### src/rtl/iq_deint_pkg.sv
package iq_deint_pkg;
  // Which channel the next accepted sample is steered to.
  typedef enum logic {
    LANE_I = 1'b0,
    LANE_Q = 1'b1
  } lane_e;
endpackage

### src/rtl/iq_edge_sync.sv
// Multi-flop synchronizer for the alignment control, followed by a
// registered rising-edge detector. The latency from the control to rise_o
// is SYNC_STAGES+1 clock edges.
module iq_edge_sync #(
  parameter int SYNC_STAGES = 2
) (
  input  logic clk,
  input  logic rst_n,
  input  logic sel_raw,
  output logic rise_o
);
  logic [SYNC_STAGES-1:0] chain_q;
  logic                   level_d_q;
  logic                   rise_q;

  for (genvar k = 0; k < SYNC_STAGES; k++) begin : g_sync
    if (k == 0) begin : g_first
      always_ff @(posedge clk) begin
        if (!rst_n) chain_q[k] <= 1'b0;
        else        chain_q[k] <= sel_raw;
      end
    end else begin : g_next
      always_ff @(posedge clk) begin
        if (!rst_n) chain_q[k] <= 1'b0;
        else        chain_q[k] <= chain_q[k-1];
      end
    end
  end

  always_ff @(posedge clk) begin
    if (!rst_n) begin
      level_d_q <= 1'b0;
      rise_q    <= 1'b0;
    end else begin
      level_d_q <= chain_q[SYNC_STAGES-1];
      rise_q    <= chain_q[SYNC_STAGES-1] & ~level_d_q;
    end
  end

  assign rise_o = rise_q;
endmodule

### src/rtl/iq_align_delay.sv
// Fixed-latency sample pipe. It matches the synchronizer latency so that
// each sample meets the edge flag of the cycle in which it was accepted.
module iq_align_delay #(
  parameter int W      = 14,
  parameter int STAGES = 3,
  parameter int OCC_W  = 2
) (
  input  logic             clk,
  input  logic             rst_n,
  input  logic             in_vld,
  input  logic [W-1:0]     in_dat,
  output logic             out_vld,
  output logic [W-1:0]     out_dat,
  output logic [OCC_W-1:0] occupancy
);
  logic [STAGES:0] vld_c;
  logic [W-1:0]    dat_c [STAGES+1];

  assign vld_c[0] = in_vld;
  assign dat_c[0] = in_dat;

  for (genvar k = 1; k <= STAGES; k++) begin : g_stage
    always_ff @(posedge clk) begin
      if (!rst_n) begin
        vld_c[k] <= 1'b0;
        dat_c[k] <= '0;
      end else begin
        vld_c[k] <= vld_c[k-1];
        dat_c[k] <= dat_c[k-1];
      end
    end
  end

  always_comb begin
    occupancy = '0;
    for (int k = 1; k <= STAGES; k++) begin
      occupancy = occupancy + OCC_W'(vld_c[k]);
    end
  end

  assign out_vld = vld_c[STAGES];
  assign out_dat = dat_c[STAGES];
endmodule

### src/rtl/iq_steer.sv
// Steering pointer plus I holding register. A realignment request, either
// fresh or pending from an empty cycle, forces the next sample to I.
module iq_steer
  import iq_deint_pkg::*;
#(
  parameter int W = 14
) (
  input  logic         clk,
  input  logic         rst_n,
  input  logic         realign_pulse,
  input  logic         smp_vld,
  input  logic [W-1:0] smp_dat,
  output logic         pair_push,
  output logic [W-1:0] pair_i,
  output logic [W-1:0] pair_q,
  output logic         i_held
);
  lane_e        ptr_q;
  logic         pend_q;
  logic         held_q;
  logic [W-1:0] i_lat_q;
  logic         realign;
  logic         to_i;

  assign realign = realign_pulse | pend_q;
  assign to_i    = realign | (ptr_q == LANE_I);

  always_ff @(posedge clk) begin
    if (!rst_n) begin
      ptr_q   <= LANE_I;
      pend_q  <= 1'b0;
      held_q  <= 1'b0;
      i_lat_q <= '0;
    end else if (smp_vld) begin
      pend_q <= 1'b0;
      if (to_i) begin
        i_lat_q <= smp_dat;   // replaces any unpaired I
        held_q  <= 1'b1;
        ptr_q   <= LANE_Q;
      end else begin
        held_q  <= 1'b0;
        ptr_q   <= LANE_I;
      end
    end else if (realign_pulse) begin
      pend_q <= 1'b1;         // edge without a sample: wait for the next one
    end
  end

  assign pair_push = smp_vld & ~to_i;
  assign pair_i    = i_lat_q;
  assign pair_q    = smp_dat;
  assign i_held    = held_q;
endmodule

### src/rtl/iq_pair_fifo.sv
// Small pair store that carries the I and Q words side by side.
module iq_pair_fifo #(
  parameter int W     = 14,
  parameter int DEPTH = 4,
  parameter int LW    = 3
) (
  input  logic          clk,
  input  logic          rst_n,
  input  logic          push,
  input  logic [W-1:0]  push_i,
  input  logic [W-1:0]  push_q,
  input  logic          pop,
  output logic [W-1:0]  head_i,
  output logic [W-1:0]  head_q,
  output logic          not_empty,
  output logic [LW-1:0] level
);
  localparam int PW = (DEPTH > 1) ? $clog2(DEPTH) : 1;

  logic [W-1:0]  mem_i [DEPTH];
  logic [W-1:0]  mem_q [DEPTH];
  logic [PW-1:0] wr_q, rd_q;
  logic [LW-1:0] lvl_q;
  logic          do_pop;

  assign do_pop = pop & (lvl_q != '0);

  function automatic logic [PW-1:0] bump(input logic [PW-1:0] p);
    return (p == PW'(DEPTH-1)) ? '0 : p + PW'(1);
  endfunction

  always_ff @(posedge clk) begin
    if (!rst_n) begin
      wr_q  <= '0;
      rd_q  <= '0;
      lvl_q <= '0;
      for (int k = 0; k < DEPTH; k++) begin
        mem_i[k] <= '0;
        mem_q[k] <= '0;
      end
    end else begin
      if (push) begin
        mem_i[wr_q] <= push_i;
        mem_q[wr_q] <= push_q;
        wr_q        <= bump(wr_q);
      end
      if (do_pop) rd_q <= bump(rd_q);
      case ({push, do_pop})
        2'b10:   lvl_q <= lvl_q + LW'(1);
        2'b01:   lvl_q <= lvl_q - LW'(1);
        default: lvl_q <= lvl_q;
      endcase
    end
  end

  assign head_i    = mem_i[rd_q];
  assign head_q    = mem_q[rd_q];
  assign not_empty = (lvl_q != '0);
  assign level     = lvl_q;
endmodule

### src/rtl/iq_deinterleave.sv
// Top level: synchronizer and edge detect, matching sample delay,
// steering, pair store and input credit.
module iq_deinterleave #(
  parameter int DATA_W      = 14,
  parameter int SYNC_STAGES = 2,
  parameter int PAIR_DEPTH  = 4
) (
  input  logic              clk,
  input  logic              rst_n,
  input  logic              sel_iq,
  input  logic              in_valid,
  output logic              in_ready,
  input  logic [DATA_W-1:0] in_data,
  output logic              out_valid,
  input  logic              out_ready,
  output logic [DATA_W-1:0] out_i,
  output logic [DATA_W-1:0] out_q
);
  localparam int DLY   = SYNC_STAGES + 1;
  localparam int OCC_W = $clog2(DLY + 1);
  localparam int LW    = $clog2(PAIR_DEPTH + 1);
  localparam int CAP   = 2 * PAIR_DEPTH + 1;
  localparam int CW    = $clog2(CAP + DLY + 2) + 1;

  logic              rise;
  logic              d_vld;
  logic [DATA_W-1:0] d_dat;
  logic [OCC_W-1:0]  occ;
  logic              push;
  logic [DATA_W-1:0] p_i, p_q;
  logic              held;
  logic [LW-1:0]     lvl;
  logic              fire_in;
  logic [CW-1:0]     committed;

  assign fire_in = in_valid & in_ready;

  iq_edge_sync #(.SYNC_STAGES(SYNC_STAGES)) u_sync (
    .clk(clk), .rst_n(rst_n), .sel_raw(sel_iq), .rise_o(rise)
  );

  iq_align_delay #(.W(DATA_W), .STAGES(DLY), .OCC_W(OCC_W)) u_dly (
    .clk(clk), .rst_n(rst_n), .in_vld(fire_in), .in_dat(in_data),
    .out_vld(d_vld), .out_dat(d_dat), .occupancy(occ)
  );

  iq_steer #(.W(DATA_W)) u_steer (
    .clk(clk), .rst_n(rst_n), .realign_pulse(rise),
    .smp_vld(d_vld), .smp_dat(d_dat),
    .pair_push(push), .pair_i(p_i), .pair_q(p_q), .i_held(held)
  );

  iq_pair_fifo #(.W(DATA_W), .DEPTH(PAIR_DEPTH), .LW(LW)) u_fifo (
    .clk(clk), .rst_n(rst_n), .push(push), .push_i(p_i), .push_q(p_q),
    .pop(out_ready), .head_i(out_i), .head_q(out_q),
    .not_empty(out_valid), .level(lvl)
  );

  // Every sample in flight, the waiting I and two words per stored pair
  // count against the store; stop accepting once that reaches CAP.
  assign committed = CW'(occ) + CW'(held) + (CW'(lvl) << 1);
  assign in_ready  = (committed < CW'(CAP));
endmodule

### config.mk
export PLATFORM = sky130hd
export DESIGN_NAME = iq_deinterleave
export DESIGN_NICKNAME = d
export VERILOG_FILES = /design/src/rtl/iq_deint_pkg.sv /design/src/rtl/iq_edge_sync.sv /design/src/rtl/iq_align_delay.sv /design/src/rtl/iq_steer.sv /design/src/rtl/iq_pair_fifo.sv /design/src/rtl/iq_deinterleave.sv
export SDC_FILE = /design/constraint.sdc
export NUM_CORES = 1
export LEC_CHECK = 0
export BUFFER_PORTS_ARGS = -buffer_cell sky130_fd_sc_hd__buf_4
export CORE_ASPECT_RATIO = 1.2
export CORE_MARGIN = 3
export CORE_UTILIZATION = 41
export DETAILED_ROUTE_END_ITERATION = 10
export GPL_TIMING_DRIVEN = 0
export PLACE_DENSITY = 0.58
export SLEW_MARGIN = 20
export SYNTH_ARGS = -nofsm -noshare
export SYNTH_HDL_FRONTEND = slang
export SYNTH_SLANG_ARGS = --single-unit
### constraint.sdc
create_clock -name clk -period 3.6 [get_ports clk]
set_input_delay 0.36 -clock clk [delete_from_list [all_inputs] [get_ports clk]]
set_output_delay 0.36 -clock clk [all_outputs]
set_load 0.01 [all_outputs]
==> results.cfg <==
[layout]
multiInputGateArea_um2 = 2280
final-seq-area_um2 = 4840
fillerInstances = 1518
final_common_cell = sky130_fd_sc_hd__and2_1
layout-area-overhead-vs-synth_pct = 18.6
drive_gt1_share_pct = 22.2
fin_nets = 609
antennaDiodeCount = 0
mostFrequentLayoutCells = sky130_fd_sc_hd__and2_1 (159), sky130_fd_sc_hd__edfxtp_1 (112), sky130_fd_sc_hd__dfxtp_1 (74)

[detailed_routing]
detail_route.wl_per_cell_um = 16.9
routed-via-count = 3973
remaining_drc_errors = 0
drt-total-wl_um = 13700
final_antenna_violating_net_count = 0
dr_pass1_iterations = 4
viasPerCell = 4.90
detail_route.iter0.violations = 278

[timing]
max-slew-margin-rel_pct = 48.3
report.final.setup_viol = 0
fin_hold_ws_ns = 0.142
rsz_0062_raised_after_global_routing = false
layout_worst_path_cycle_share_pct = 89.3
tns_ns = 0
final_max_slew_viol_count = 0
post-route-min-period_ns = 3.22
finalHoldViolations = 0
final.setup_skew_ns = 0.0145
max_slew.worst_pin.slew_ns = 0.773
max_freq_mhz = 311

[clocking]
postCtsSetupBuffers = 0
cts_tree = built
clock-sinks = 186
tritoncts.num_buffers = 17
post_cts.resized_instances = 0
insertion_delay_ns = 0.42
cts_clock_pin_slew_for_the_worst_setup_and_hold_paths_ns = 0.06
cts_htree_levels = 4
clockRootBuffer = sky130_fd_sc_hd__clkbuf_16
post_cts_hold_buffer_count = 0
cts.path.max_buffers = 2

[yosys]
post_synth_design_cell_area_um2 = 7310
synth_sequential_area_ratio_pct = 66.2
synth-warning-count = 0
synth_top_flop_cell = sky130_fd_sc_hd__edfxtp_1
ys_seq_elements = 186
postSynthNetCount = 539
async_reset_ff_share_pct = 0
synth_area_per_cell_um2 = 14.3
synth_cell_type_count = 34
post_synth_edffs = 112
post_synth_inst_count = 512

[setup_path]
cpMostUsedCell = sky130_fd_sc_hd__fa_1
startpoint_type = register
reg2reg_from = u_steer.ptr_q
worst_r2r_path_depth = 6
r2r-end = u_dly.vld_c[1]
r2r_setup_slack_ns = 1.13
worst-endpoint-required_ns = 3.24
timing.critical_path.arrival_ns = 2.86
critical-path-slowest-cell = sky130_fd_sc_hd__or3b_2
critPathCaptureType = output pin
crit_path_cell_trace = fa_1 > ha_1 > fa_1 > or3b_2 > a21o_1 > nand3_1 > buf_4
timing.critical_path.fanout_max = 6
worst_path_largest_cell_delay_ns = 0.47
criticalPathCategory = register to output pin

[power]
max-vdd-ir-drop_v = 0.000398
p_leak_nw = 3.29
pd_cells_nw_per_um2 = 503

[worst_hold_path]
cell_depth_of_the_worst_hold_path = 2
hold_path_end = u_sync.chain_q[0]
min-delay-path-class = input port to register
min_from = sel_iq

[floorplanning]
ioPinCount = 49
die_area_um2 = 19500
die_h_um = 152
die_w_um = 128
placeable_area_um2 = 17200
floorplan.initialDensity_pct = 42.6
row_count = 52

[global_routing]
grt_start_max_net_pins = 22
antenna_found_initial = 0
gr-total-overflow = 0
first_global_vias = 4166
grt_pass1_wl_um = 21900
global_route.usage.total_pct = 14.8

[placement]
portBuffers = 47
place.gp.congestion = 0.774
post-dp-hpwl_um = 9500

[run_status]
status = completed

[flow_run]
maxCapViolations = 0
[worst max-delay path by stage]
stage,from,to,cells after the start
global placement,u_dly.out_vld,u_fifo.mem_i[0][6],5
detailed placement,u_steer.ptr_q,in_ready,7
CTS,u_steer.ptr_q,in_ready,7
finish,u_steer.ptr_q,in_ready,7
global route,u_steer.ptr_q,in_ready,7
floorplan,u_steer.ptr_q,in_ready,6
[per-layer routing]
metal	track usage, %	up-vias	wire (um)
met3	3.58	14	464
met2	26.2	80	7450
li1	-	1939	-
met4	4.35	0	175
met1	17.7	1940	5640
met5	0	-	0
[synthesized netlist by cell type, types with 2 or more instances]
cell                         n  area (um^2)
sky130_fd_sc_hd__nand2_1     4         15.0
sky130_fd_sc_hd__buf_1       2         7.51
sky130_fd_sc_hd__o31ai_1     2         15.0
sky130_fd_sc_hd__or3_1       3         18.8
sky130_fd_sc_hd__ha_1        5         62.6
sky130_fd_sc_hd__nor4_1      2         12.5
sky130_fd_sc_hd__dfxtp_1    74         1480
sky130_fd_sc_hd__buf_2       2         10.0
sky130_fd_sc_hd__fa_1        3         60.1
sky130_fd_sc_hd__a21o_1      2         15.0
sky130_fd_sc_hd__o21ai_0    16         80.1
sky130_fd_sc_hd__clkbuf_1   17         63.8
sky130_fd_sc_hd__mux2i_1     3         30.0
sky130_fd_sc_hd__mux4_2     28          631
sky130_fd_sc_hd__inv_1       8         30.0
sky130_fd_sc_hd__buf_4       7         52.6
sky130_fd_sc_hd__buf_6       3         33.8
sky130_fd_sc_hd__a21oi_1    17         85.1
sky130_fd_sc_hd__xor2_1      2         17.5
sky130_fd_sc_hd__and2_1    159          995
sky130_fd_sc_hd__or3b_2      2         17.5
sky130_fd_sc_hd__edfxtp_1  112         3360
sky130_fd_sc_hd__nand3_1    17         85.1
sky130_fd_sc_hd__nand2b_1    3         18.8
sky130_fd_sc_hd__nor2_1     10         37.5
[registers in the layout (all words and copies together), names as in the netlist, 2 cells and up, named ones only]
name	count
u_dly.vld_c	2
u_steer.pair_i	14
u_fifo.level	3
u_dly.out_dat	14
u_fifo.wr_q	2
u_fifo.mem_q	56
u_fifo.rd_q	2
u_sync.chain_q	2
u_fifo.mem_i	56
u_dly.dat_c	28
[report_power, final]
group / internal [mW] / switching, mW
sequential: 2.31 / 0.0228
combinational: 0.0734 / 0.0785
clock: 1.13 / 0.748
[cell type report]
cell class | instances | share of cell area [%]
Sequential cell | 186 | 55.8
Multi-Input combinational cell | 286 | 26.2
Clock buffer | 26 | 6.73
Timing Repair Buffer | 51 | 5.25
Tap cell | 216 | 3.12
Buffer | 32 | 1.99
Clock inverter | 6 | 0.490
Inverter | 8 | 0.346
[logic make-up (layout without fill, tap and decap cells)]
logic type / Yosys count / count (layout) / synth area share (%)
muxes: 31 / 31 / 9.03
adders and majority gates: 8 / 8 / 1.68
AOI/OAI and AO/OA: 38 / 38 / 2.75
and+or+nand+nor: 207 / 207 / 17.3
DFF: 186 / 186 / 66.2
buffers and inverters: 40 / 123 / 2.77
xor gates and xnor gates: 2 / 2 / 0.240
[critical path, delay by kind of cell (launching register included)]
kind | cells | cell delay, ns
buf+inv | 1 | 0.12
simple gates | 2 | 0.55
flops | 1 | 0.46
compound gates | 1 | 0.20
fa+ha+maj | 3 | 1.12
[through the flow]
stage	total power [mW]	util (%)	area [um^2]	cells	setup WS, ns
4_1_cts	4.41	50.5	8680	811	0.359
3_5_place_dp	2.54	46.9	8050	779	0.812
2_1_floorplan	2.46	-	7310	512	1.03
6_report	4.36	50.5	8680	811	0.384
3_3_place_gp	2.52	46.2	7940	775	0.595
5_1_grt	4.51	50.5	8680	811	0.244
Note: power is estimated with default switching activity, not from simulation.
